<file path="src/rtl/bsc_pkg.sv">
`timescale 1ns/1ps
package bsc_pkg;

    localparam int BSC_CHAR_W = 8;
    localparam int BSC_CRC_W  = 16;

    localparam logic [BSC_CHAR_W-1:0] MARK_CHAR  = 8'hFF;
    localparam logic [BSC_CHAR_W-1:0] TRAIL_CHAR = 8'hFF;
    localparam logic [BSC_CHAR_W-1:0] PAD_TOGGLE = 8'hAA;
    localparam logic [BSC_CHAR_W-1:0] PAD_FLAT   = 8'h00;

    typedef enum logic [3:0] {
        ST_IDLE,
        ST_LEAD_PAD,
        ST_SYN_A,
        ST_SYN_B,
        ST_DATA,
        ST_BCC_LO,
        ST_BCC_HI,
        ST_ABORT_EOT,
        ST_TRAIL_PAD
    } tx_state_e;

    typedef enum logic [2:0] {
        C_SYN, C_EOT, C_ENQ, C_STX, C_SOH, C_ETX, C_ETB, C_DLE
    } ctl_e;

    function automatic logic [BSC_CHAR_W-1:0] ctl_code(ctl_e c, logic ebcdic);
        logic [BSC_CHAR_W-1:0] v;
        unique case (c)
            C_SYN:   v = ebcdic ? 8'h32 : 8'h16;
            C_EOT:   v = ebcdic ? 8'h37 : 8'h04;
            C_ENQ:   v = ebcdic ? 8'h2D : 8'h05;
            C_ETB:   v = ebcdic ? 8'h26 : 8'h17;
            C_STX:   v = 8'h02;
            C_SOH:   v = 8'h01;
            C_ETX:   v = 8'h03;
            C_DLE:   v = 8'h10;
            default: v = 8'h00;
        endcase
        return v;
    endfunction

endpackage

</file>
<file path="src/rtl/bsc_bcc_unit.sv">
`timescale 1ns/1ps
module bsc_bcc_unit
    import bsc_pkg::*;
#(
    parameter int                 CHAR_W    = BSC_CHAR_W,
    parameter int                 CRC_W     = BSC_CRC_W,
    parameter logic [CRC_W-1:0]   POLY_REFL = 16'hA001
) (
    input  logic              clk,
    input  logic              rst_n,
    input  logic              clr,
    input  logic              en,
    input  logic [CHAR_W-1:0] din,
    output logic [CRC_W-1:0]  crc_q,
    output logic [CHAR_W-1:0] lrc_q
);

    logic [CRC_W-1:0] stage [0:CHAR_W];

    assign stage[0] = crc_q ^ {{(CRC_W-CHAR_W){1'b0}}, din};

    for (genvar g = 0; g < CHAR_W; g++) begin : g_crc_bit
        assign stage[g+1] = stage[g][0] ? ((stage[g] >> 1) ^ POLY_REFL)
                                        : (stage[g] >> 1);
    end

    always_ff @(posedge clk or negedge rst_n) begin
        if (!rst_n) begin
            crc_q <= '0;
            lrc_q <= '0;
        end else if (clr) begin
            crc_q <= '0;
            lrc_q <= '0;
        end else if (en) begin
            crc_q <= stage[CHAR_W];
            lrc_q <= lrc_q ^ din;
        end
    end

endmodule

</file>
<file path="src/rtl/bsc_frame_tracker.sv">
`timescale 1ns/1ps
module bsc_frame_tracker
    import bsc_pkg::*;
#(
    parameter int CHAR_W = BSC_CHAR_W
) (
    input  logic              clk,
    input  logic              rst_n,
    input  logic              clr,
    input  logic              accept,
    input  logic [CHAR_W-1:0] din,
    input  logic              ebcdic,
    output logic              byte_incl,
    output logic              bcc_after,
    output logic              end_no_bcc
);

    logic first_q, lead_dle_q, bcc_on_q, transp_q, dle_prev_q;
    logic first_d, lead_dle_d, bcc_on_d, transp_d, dle_prev_d;
    logic is_syn, is_dle, is_stx, is_soh, is_eot, is_enq;

    assign is_syn = (din == ctl_code(C_SYN, ebcdic));
    assign is_dle = (din == ctl_code(C_DLE, ebcdic));
    assign is_stx = (din == ctl_code(C_STX, ebcdic));
    assign is_soh = (din == ctl_code(C_SOH, ebcdic));
    assign is_eot = (din == ctl_code(C_EOT, ebcdic));
    assign is_enq = (din == ctl_code(C_ENQ, ebcdic));

    always_comb begin
        first_d    = first_q;
        lead_dle_d = lead_dle_q;
        bcc_on_d   = bcc_on_q;
        transp_d   = transp_q;
        dle_prev_d = dle_prev_q;
        byte_incl  = 1'b0;
        if (first_q) begin
            first_d = 1'b0;
            if (is_soh || is_stx) begin
                bcc_on_d = 1'b1;
            end else if (is_dle) begin
                lead_dle_d = 1'b1;
            end
        end else if (lead_dle_q) begin
            lead_dle_d = 1'b0;
            if (is_stx) begin
                bcc_on_d = 1'b1;
                transp_d = 1'b1;
            end
        end else if (!bcc_on_q) begin
            byte_incl = 1'b0;
        end else if (!transp_q) begin
            byte_incl = !is_syn;
        end else if (dle_prev_q) begin
            dle_prev_d = 1'b0;
            byte_incl  = !is_syn;
        end else if (is_dle) begin
            dle_prev_d = 1'b1;
        end else begin
            byte_incl = 1'b1;
        end
    end

    assign bcc_after  = bcc_on_d;
    assign end_no_bcc = (is_eot || is_enq) && (!transp_q || dle_prev_q);

    always_ff @(posedge clk or negedge rst_n) begin
        if (!rst_n) begin
            first_q    <= 1'b1;
            lead_dle_q <= 1'b0;
            bcc_on_q   <= 1'b0;
            transp_q   <= 1'b0;
            dle_prev_q <= 1'b0;
        end else if (clr) begin
            first_q    <= 1'b1;
            lead_dle_q <= 1'b0;
            bcc_on_q   <= 1'b0;
            transp_q   <= 1'b0;
            dle_prev_q <= 1'b0;
        end else if (accept) begin
            first_q    <= first_d;
            lead_dle_q <= lead_dle_d;
            bcc_on_q   <= bcc_on_d;
            transp_q   <= transp_d;
            dle_prev_q <= dle_prev_d;
        end
    end

endmodule

</file>
<file path="src/rtl/bsc_tx_framer.sv">
`timescale 1ns/1ps
module bsc_tx_framer
    import bsc_pkg::*;
#(
    parameter int PAD_CNT_W = 4
) (
    input  logic                 clk,
    input  logic                 rst_n,
    input  logic                 cfg_idle_mark,
    input  logic [PAD_CNT_W-1:0] cfg_pad_count,
    input  logic                 cfg_pad_zero,
    input  logic                 cfg_ebcdic,
    input  logic                 cfg_lrc,
    input  logic                 fifo_valid,
    input  logic [7:0]           fifo_data,
    input  logic                 fifo_eof,
    output logic                 fifo_rd,
    input  logic                 abort_req,
    input  logic                 ser_ready,
    output logic [7:0]           tx_char,
    output logic                 tx_active
);

    localparam int CHAR_W = BSC_CHAR_W;
    localparam int CRC_W  = BSC_CRC_W;

    tx_state_e              state, state_nx;
    logic [PAD_CNT_W-1:0]   pad_cnt;

    logic [CHAR_W-1:0] syn_c, eot_c, pad_c;
    logic in_frame, abort_hit, frame_go, accept, pads_on, pad_last;
    logic byte_incl, bcc_after, end_no_bcc;
    logic [CRC_W-1:0]  crc_val;
    logic [CHAR_W-1:0] lrc_val;

    assign syn_c = ctl_code(C_SYN, cfg_ebcdic);
    assign eot_c = ctl_code(C_EOT, cfg_ebcdic);
    assign pad_c = cfg_pad_zero ? PAD_FLAT : PAD_TOGGLE;

    assign in_frame  = (state == ST_LEAD_PAD) || (state == ST_SYN_A) ||
                       (state == ST_SYN_B)    || (state == ST_DATA)  ||
                       (state == ST_BCC_LO)   || (state == ST_BCC_HI);
    assign abort_hit = abort_req && in_frame;
    assign frame_go  = (state == ST_IDLE) && ser_ready && fifo_valid;
    assign accept    = (state == ST_DATA) && ser_ready && fifo_valid && !abort_req;
    assign pads_on   = cfg_idle_mark && (cfg_pad_count != '0);
    assign pad_last  = (pad_cnt == cfg_pad_count - 1'b1);

    bsc_frame_tracker #(.CHAR_W(CHAR_W)) u_track (
        .clk        (clk),
        .rst_n      (rst_n),
        .clr        (frame_go),
        .accept     (accept),
        .din        (fifo_data),
        .ebcdic     (cfg_ebcdic),
        .byte_incl  (byte_incl),
        .bcc_after  (bcc_after),
        .end_no_bcc (end_no_bcc)
    );

    bsc_bcc_unit #(.CHAR_W(CHAR_W), .CRC_W(CRC_W)) u_bcc (
        .clk   (clk),
        .rst_n (rst_n),
        .clr   (frame_go),
        .en    (accept && byte_incl),
        .din   (fifo_data),
        .crc_q (crc_val),
        .lrc_q (lrc_val)
    );

    always_comb begin
        state_nx = state;
        unique case (state)
            ST_IDLE:      if (frame_go)  state_nx = pads_on ? ST_LEAD_PAD : ST_SYN_A;
            ST_LEAD_PAD:  if (ser_ready && pad_last) state_nx = ST_SYN_A;
            ST_SYN_A:     if (ser_ready) state_nx = ST_SYN_B;
            ST_SYN_B:     if (ser_ready) state_nx = ST_DATA;
            ST_DATA: begin
                if (accept && fifo_eof) begin
                    if (end_no_bcc || !bcc_after) state_nx = ST_TRAIL_PAD;
                    else                          state_nx = ST_BCC_LO;
                end
            end
            ST_BCC_LO:    if (ser_ready) state_nx = cfg_lrc ? ST_TRAIL_PAD : ST_BCC_HI;
            ST_BCC_HI:    if (ser_ready) state_nx = ST_TRAIL_PAD;
            ST_ABORT_EOT: if (ser_ready) state_nx = ST_TRAIL_PAD;
            ST_TRAIL_PAD: if (ser_ready) state_nx = ST_IDLE;
            default:      state_nx = ST_IDLE;
        endcase
        if (abort_hit) state_nx = ser_ready ? ST_TRAIL_PAD : ST_ABORT_EOT;
    end

    always_ff @(posedge clk or negedge rst_n) begin
        if (!rst_n) begin
            state   <= ST_IDLE;
            pad_cnt <= '0;
        end else begin
            state <= state_nx;
            if (frame_go)
                pad_cnt <= '0;
            else if (state == ST_LEAD_PAD && ser_ready)
                pad_cnt <= pad_cnt + 1'b1;
        end
    end

    always_comb begin
        tx_char = MARK_CHAR;
        unique case (state)
            ST_IDLE:      tx_char = cfg_idle_mark ? MARK_CHAR : syn_c;
            ST_LEAD_PAD:  tx_char = pad_c;
            ST_SYN_A,
            ST_SYN_B:     tx_char = syn_c;
            ST_DATA:      tx_char = fifo_valid ? fifo_data : syn_c;
            ST_BCC_LO:    tx_char = cfg_lrc ? lrc_val : crc_val[CHAR_W-1:0];
            ST_BCC_HI:    tx_char = crc_val[CRC_W-1:CHAR_W];
            ST_ABORT_EOT: tx_char = eot_c;
            ST_TRAIL_PAD: tx_char = TRAIL_CHAR;
            default:      tx_char = MARK_CHAR;
        endcase
        if (abort_hit) tx_char = eot_c;
        fifo_rd   = accept;
        tx_active = (state != ST_IDLE);
    end

endmodule

</file>
<file path="config.mk">
export PLATFORM = sky130hd
export DESIGN_NAME = bsc_tx_framer
export DESIGN_NICKNAME = d
export VERILOG_FILES = /design/src/rtl/bsc_pkg.sv /design/src/rtl/bsc_bcc_unit.sv /design/src/rtl/bsc_frame_tracker.sv /design/src/rtl/bsc_tx_framer.sv
export SDC_FILE = /design/constraint.sdc
export NUM_CORES = 1
export LEC_CHECK = 0
export BUFFER_PORTS_ARGS = -buffer_cell sky130_fd_sc_hd__clkbuf_2
export CAP_MARGIN = 25
export CORE_UTILIZATION = 63
export CTS_CLUSTER_SIZE = 20
export DETAILED_ROUTE_END_ITERATION = 6
export PLACE_DENSITY = 0.89
export SETUP_SLACK_MARGIN = 0.4
export SLEW_MARGIN = 20
export SYNTH_ARGS = -nofsm -noshare
export SYNTH_HDL_FRONTEND = slang
export SYNTH_SLANG_ARGS = --single-unit
</file>
<file path="constraint.sdc">
create_clock -name clk -period 3.9 [get_ports clk]
set_input_delay 0.39 -clock clk [delete_from_list [all_inputs] [get_ports clk]]
set_output_delay 0.39 -clock clk [all_outputs]
set_load 0.005 [all_outputs]
</file>
=== Yosys cells after proc, flatten, opt, wreduce, memory -nomap -nowiden ===
Index checks and enable logic that the tools add are counted.

* $add $sub $neg: 2
* Equality and inequality tests: 27
* Multiplexer cells: 69
* Bitwise gates (word level): 10
* Reductions and logical operators: 41

{| class="wikitable"
|+ Operator list
! operator !! number
|-
| $mux W16 || 10
|-
| $mux W4 || 14
|-
| $mux W8 || 7
|-
| $pmux W8 S7 || 1
|-
| $mux W1 || 32
|-
| $pmux W4 S8 || 1
|-
| $eq A8 B8 Y1 || 3
|-
| $ne A3 B3 Y1 const B || 8
|-
| $not A2 Y3 || 8
|-
| $mux W6 || 3
|-
| $eq A4 B3 Y1 const B || 4
|-
| $xor A16 B8 Y16 || 1
|-
| $reduce_bool A2 Y1 || 7
|-
| $logic_and A1 B1 Y1 || 12
|-
| $logic_or A1 B1 Y1 || 9
|-
| $eq A4 B2 Y1 const B || 2
|-
| $eq A8 B1 Y1 const B || 1
|-
| $eq A8 B2 Y1 const B || 1
|-
| $eq A8 B5 Y1 const B || 1
|-
| $reduce_and A8 Y1 || 1
|-
| $reduce_bool A4 Y1 || 2
|-
| $xor A8 B8 Y8 || 1
|-
| $reduce_and A5 Y1 || 1
|-
| $add A4 B1 Y4 const B || 1
|-
| 13 further kinds || 18
|}

* Register bits after elaboration: 37
* Output and inout bits: 10

=== Logic depth before layout (Yosys ltp) ===
* Depth after elaboration: 19
* Gate-level depth with buffers: 8

=== Hierarchy ===
Synthesis repeated with hierarchy kept, for this count alone.

* Cells, all modules: 317
* Area, all modules: 2872.8 sq um

{| class="wikitable"
|+ Modules (own cells, without submodules)
! module !! times used !! cells each !! area an instance (sq um) !! seq. area each (sq um)
|-
| bsc_tx_framer || 1 || 163 || 1244.9 || 200.2
|-
| bsc_bcc_unit || 1 || 111 || 1241.2 || 600.6
|-
| bsc_frame_tracker || 1 || 43 || 386.6 || 126.4
|}

=== Least setup slack after synthesis ===
Ideal clock, no wire load.

* Path type: input-to-reg
* Start point: input fifo_data[5]
* End point: register u_bcc.lrc_q[2]
* Setup time: 0.132 ns
* Data arrival time: 1.859 ns
* Data required time: 3.768 ns
* Slack: 1.910 ns
* Cell stages on the path: 8
* Path through: buf_6 or4_4 nor4b_4 a221oi_1 buf_2 nand2_1 xor2_1 nor2_1

* Longest elaborated chain between the ends: 9
* Elaborated cells between the ends (all ways): 11
* Those cells by class: eq/ne: 2; mux: 6; reduce/logical: 3

{| class="wikitable"
|+ Ends and longest elaborated chain
! item !! RTL line !! RTL
|-
| from (decl) || bsc_tx_framer.sv:15 || <nowiki>input logic [7:0] fifo_data,</nowiki>
|-
| $eq A8 B5 Y1 or $eq A8 B8 Y1 (tied branches) || bsc_frame_tracker.sv:23, bsc_frame_tracker.sv:22 ||
|-
| $mux W1 or $logic_not A1 Y1 (tied branches) || bsc_frame_tracker.sv:56, bsc_frame_tracker.sv:52, bsc_frame_tracker.sv:55 ||
|-
| $mux W1 || bsc_frame_tracker.sv:53 || <nowiki>end else if (dle_prev_q) begin</nowiki>
|-
| $mux W1 * || bsc_frame_tracker.sv:51 || <nowiki>end else if (!transp_q) begin</nowiki>
|-
| $mux W1 * || bsc_frame_tracker.sv:49 || <nowiki>end else if (!bcc_on_q) begin</nowiki>
|-
| $mux W1 * || bsc_frame_tracker.sv:43 || <nowiki>end else if (lead_dle_q) begin</nowiki>
|-
| $mux W1 * || bsc_frame_tracker.sv:36 || <nowiki>if (first_q) begin</nowiki>
|-
| $logic_and A1 B1 Y1 * || bsc_tx_framer.sv:65 || <nowiki>.en (accept && byte_incl),</nowiki>
|-
| $reduce_bool A2 Y1 (no line) * || -- ||
|-
| to (signal assigned) || bsc_bcc_unit.sv:36 || <nowiki>lrc_q <= lrc_q ^ din;</nowiki>
|-
| to (decl) || bsc_bcc_unit.sv:15 || <nowiki>output logic [CHAR_W-1:0] lrc_q</nowiki>
|}

Mark *: on every way between the ends. The rest lies on a longest branch, timed or not.
A chain may end at the register's enable or synchronous reset.

=== Final worst setup path ===
* Start point: register state[0]
* End point: output tx_char[0]

* Longest elaborated chain between the ends: 8
* Elaborated cells between the ends (all ways): 17
* Those cells by class: eq/ne: 7; mux: 2; reduce/logical: 8

{| class="wikitable"
|+ Ends and longest elaborated chain
! item !! RTL line !! RTL
|-
| from (decl) || bsc_tx_framer.sv:27 || <nowiki>tx_state_e state, state_nx;</nowiki>
|-
| from (signal assigned) || bsc_tx_framer.sv:98 || <nowiki>state <= state_nx;</nowiki>
|-
| $eq A4 B1 Y1 or $eq A4 B2 Y1 (tied branches) || bsc_tx_framer.sv:40, bsc_tx_framer.sv:108 ||
|-
| $logic_or A1 B1 Y1 (2 in series) || bsc_tx_framer.sv:40 || <nowiki>assign in_frame = (state == ST_LEAD_PAD) || (state == ST_SYN_A) ||</nowiki>
|-
| $logic_or A1 B1 Y1 (2 in series) || bsc_tx_framer.sv:41 || <nowiki>(state == ST_SYN_B) || (state == ST_DATA) ||</nowiki>
|-
| $logic_or A1 B1 Y1 || bsc_tx_framer.sv:42 || <nowiki>(state == ST_BCC_LO) || (state == ST_BCC_HI);</nowiki>
|-
| $logic_and A1 B1 Y1 || bsc_tx_framer.sv:43 || <nowiki>assign abort_hit = abort_req && in_frame;</nowiki>
|-
| $mux W8 * || bsc_tx_framer.sv:120 || <nowiki>if (abort_hit) tx_char = eot_c;</nowiki>
|-
| to (decl) || bsc_tx_framer.sv:20 || <nowiki>output logic [7:0] tx_char,</nowiki>
|}

Marks and branches as above.

==> flow_summary_export.csv <==
group,metric,value,unit
status,run_status,"finished, final reports clean",
clock_network,clk_path_buf_depth,2,
sta,skew,4.357,ps
route,first_iter_violations,293,
route,vias,2593,
global_route,grt_pass1_vias,2234,
synthesis,synth_seq_cells,37,
synthesis,synth_edf_count,0,
sta,fmaxAchievable,321.4,MHz
synthesis,avgSynthCellArea,8.288,µm²
route,viasPerCell,6.483,
power_and_ir_drop,total_power,0.001512,W
layout,fill_cells,319,
clock_network,cts.sinks,37,
min_path,hold_start,"u_track.first_q$_DFFE_PN1P_",
flow_run,maxCapViolations,0,
synthesis,synth-main-ff-cell,"dfrtp_1",
die,die_area,4609,µm²
critical_path,reg2reg_depth,6,
critical_path,arrival,2720,ps
critical_path,r2r-end,"u_bcc.lrc_q[1]$_DFFE_PN0P_",
min_path,whs_endpoint,"u_track.first_q$_DFFE_PN1P_",
sta,finalMaxSlewViolations,0,
placement,dp_hpwl,4.895,mm
critical_path,rrSetupSlack,1260,ps
placement,place.gp.congestion,0.9573,
route,antenna_left,0,
clock_network,numCtsBuffers,5,
route,drc_errors,0,
global_route,antenna_found_initial,0,
synthesis,async_flop_share,1.000,
clock_network,post_cts_buffers,0,
layout,nets,374,
clock_network,insertion_delay,290,ps
synthesis,syn-cell-area,2735,µm²
die,ios,32,
sta,rsz0062_at_grt,"no",
critical_path,end_kind,"output port",
sta,finalHoldViolCount,0,
die,start_util,0.6693,
synthesis,yosysWarningCount,0,
sta,finalSetupViolCount,0,
global_route,grt_use_total,0.3199,
die,core,4086,µm²
sta,fin_crit,3112,ps
die,die_h,67.89,µm
sta,max-slew-margin-rel,0.3013,
placement,port_buffers,31,
synthesis,synthCells,330,
sta,fin_tns_setup,0,ps
layout,area_growth,9.149,%
power_and_ir_drop,ir_drop,0.4720,mV
clock_network,cts_tree,"built",
layout,drive_above_1_share,0.1429,
clock_network,root_buffer,"clkbuf_8",
global_route,grt_overflow,0,
sta,tightest_slew,1044,ps
layout,diodes,0,
die,die-width,67.89,µm
route,wire_per_inst,17.24,µm
die,rows,23,
min_path,min_path_cells,2,
clock_network,clk_pin_slew,70,ps
synthesis,synth_nets,355,
global_route,grt_max_degree,38,
synthesis,ys_seq_area_frac,0.3390,
power_and_ir_drop,p_per_area,506.3,nW/µm²
min_path,hold_path_class,"flip-flop to flip-flop",
critical_path,rr_startpoint,"state[2]$_DFFE_PN0P_",
power_and_ir_drop,power_leakage,1.333,nW
critical_path,required,3510,ps
critical_path,cp_max_fo,28,
route,firstDrtPassIters,5,
global_route,grt_pass1_wl,10.75,mm
clock_network,cts_max_level,2,
route,drt-total-wl,6.895,mm
critical_path,worstSetupPathType,"flip-flop to output port",
sta,min_period_over_period,0.7979,
synthesis,yosys.cell_types.count,55,
critical_path,startpoint_type,"flip-flop",
## cells by family after synthesis
logic type,share of synthesized area
buffers and inverters,0.05490
AO/OA/AOI/OAI,0.2054
adder cells (fa/ha/maj),0.01373
XOR/XNOR,0.1317
multiplexers,0.01144
flip-flops,0.3390
AND/OR/NAND/NOR,0.2438
## cell usage after synthesis (2+ instances only)
cell        n  share of area
xnor2_1    22          0.070
or3_1       2         0.0046
a21boi_0    2         0.0055
nand3_1    21          0.038
xnor3_1     2          0.016
buf_6       3          0.012
nor2b_1     5          0.011
dfrtp_1    36           0.33
o221a_2     2         0.0082
a211oi_1    2         0.0055
inv_1       9          0.012
buf_2       6          0.011
nand2_1    40          0.055
and2_1      2         0.0046
o21ai_0    21          0.038
buf_1       2         0.0027
ha_1        3          0.014
clkbuf_1   10          0.014
a221oi_1    2         0.0064
nor2_1     35          0.048
a2111oi_0   2         0.0064
a22oi_1     8          0.022
a222oi_1    2         0.0073
o41ai_1     2         0.0064
nand2b_1    6          0.014
a21o_1      2         0.0055
xor2_1     14          0.045
nor3b_1     4          0.011
nor4b_4     2          0.017
nand4_1     4         0.0091
a31oi_1    11          0.025
a21oi_1    17          0.031
mux2i_1     2         0.0073
nor3_1      6          0.011
## final cells by class
cell class / count / area [µm²] / share of cell area
clock buffers: 6 / 72.57 / 0.02431
clock inverters: 2 / 38.79 / 0.01299
inverters: 9 / 33.78 / 0.01132
multi-input cells: 262 / 1658 / 0.5553
flip-flops and latches: 37 / 927.1 / 0.3106
well taps: 50 / 62.56 / 0.02096
repair buffers: 34 / 192.7 / 0.06454
## per-layer routing
layer	vias up	global-route usage	wire [µm]
li1	1207	-	-
met1	1208	0.4538	2921
met2	160	0.4913	3132
met3	18	0.05167	696
met4	0	0.1172	145
met5	-	0	0
## metrics by stage
stage	worst slack (ps)	utilization	hold slack, ps	instances	cell area, µm²
floorplan	1910	-	94.41	330	2735
detailed placement	1200	0.6960	493.9	390	2844
global placement	1236	0.6960	484.8	390	2844
finish	788.3	0.7306	500.0	400	2985
CTS	900.0	0.7232	256.9	398	2955
global route	574.4	0.7306	527.9	400	2985
## worst max-delay path by stage
stage | from | to | slack (ps) | cells past startpoint
final | state[0]$_DFFE_PN0P_ | tx_char[0] | 790 | 6
after global placement | state[0]$_DFFE_PN0P_ | tx_char[5] | 1240 | 6
after floorplan | fifo_data[5] | u_bcc.lrc_q[2]$_DFFE_PN0P_ | 1910 | 8
after CTS | state[0]$_DFFE_PN0P_ | tx_char[1] | 900 | 6
after global routing | state[0]$_DFFE_PN0P_ | tx_char[1] | 570 | 6
after detailed placement | state[0]$_DFFE_PN0P_ | tx_char[1] | 1200 | 6
## worst max-delay path, stage by stage, from the launching register on
cell	delay [ps]
dfrtp_1	900
nor2b_1	320
nand2_1	110
nor2_1	500
a22oi_1	180
a31oi_1	260
clkbuf_2	160
## registers in the layout (all words and copies together), names as in the netlist, 4 cells and up
register / cells
pad_cnt: 4
u_bcc.lrc_q: 8
state: 4
u_bcc.crc_q: 16
## power by group
part | switching (W) | internal, W | leakage, nW
Sequential | 0.000131 | 0.000421 | 0.507
Clock | 0.000138 | 0.000192 | 0.0554
Combinational | 0.000358 | 0.000271 | 0.771
Total | 0.000628 | 0.000884 | 1.33
## placed cells by master, fill, tap and decap left out, types with 2 or more instances in the layout
cell type   n
nand2_1    40
dfrtp_1    36
nor2_1     35
clkbuf_2   31
xnor2_1    22
o21ai_0    21
nand3_1    21
a21oi_1    17
xor2_1     14
a31oi_1    11
inv_1       9
a22oi_1     8
nand2b_1    6
nor3_1      6
nor2b_1     5
clkbuf_8    5
nor3b_1     4
nand4_1     4
ha_1        3
a221oi_1    2
nor4b_4     2
and2_1      2
a222oi_1    2
o41ai_1     2
a2111oi_0   2
a21o_1      2
or3_1       2
o221a_2     2
a211oi_1    2
xnor3_1     2
a21boi_0    2
mux2i_1     2
## repair_timing
action                    in CTS  in global routing
hold buffers                   0                  1
hold endpoints to repair       0                 10
gates resized for setup        0                  0
Note: power is estimated with default switching activity, not from simulation.
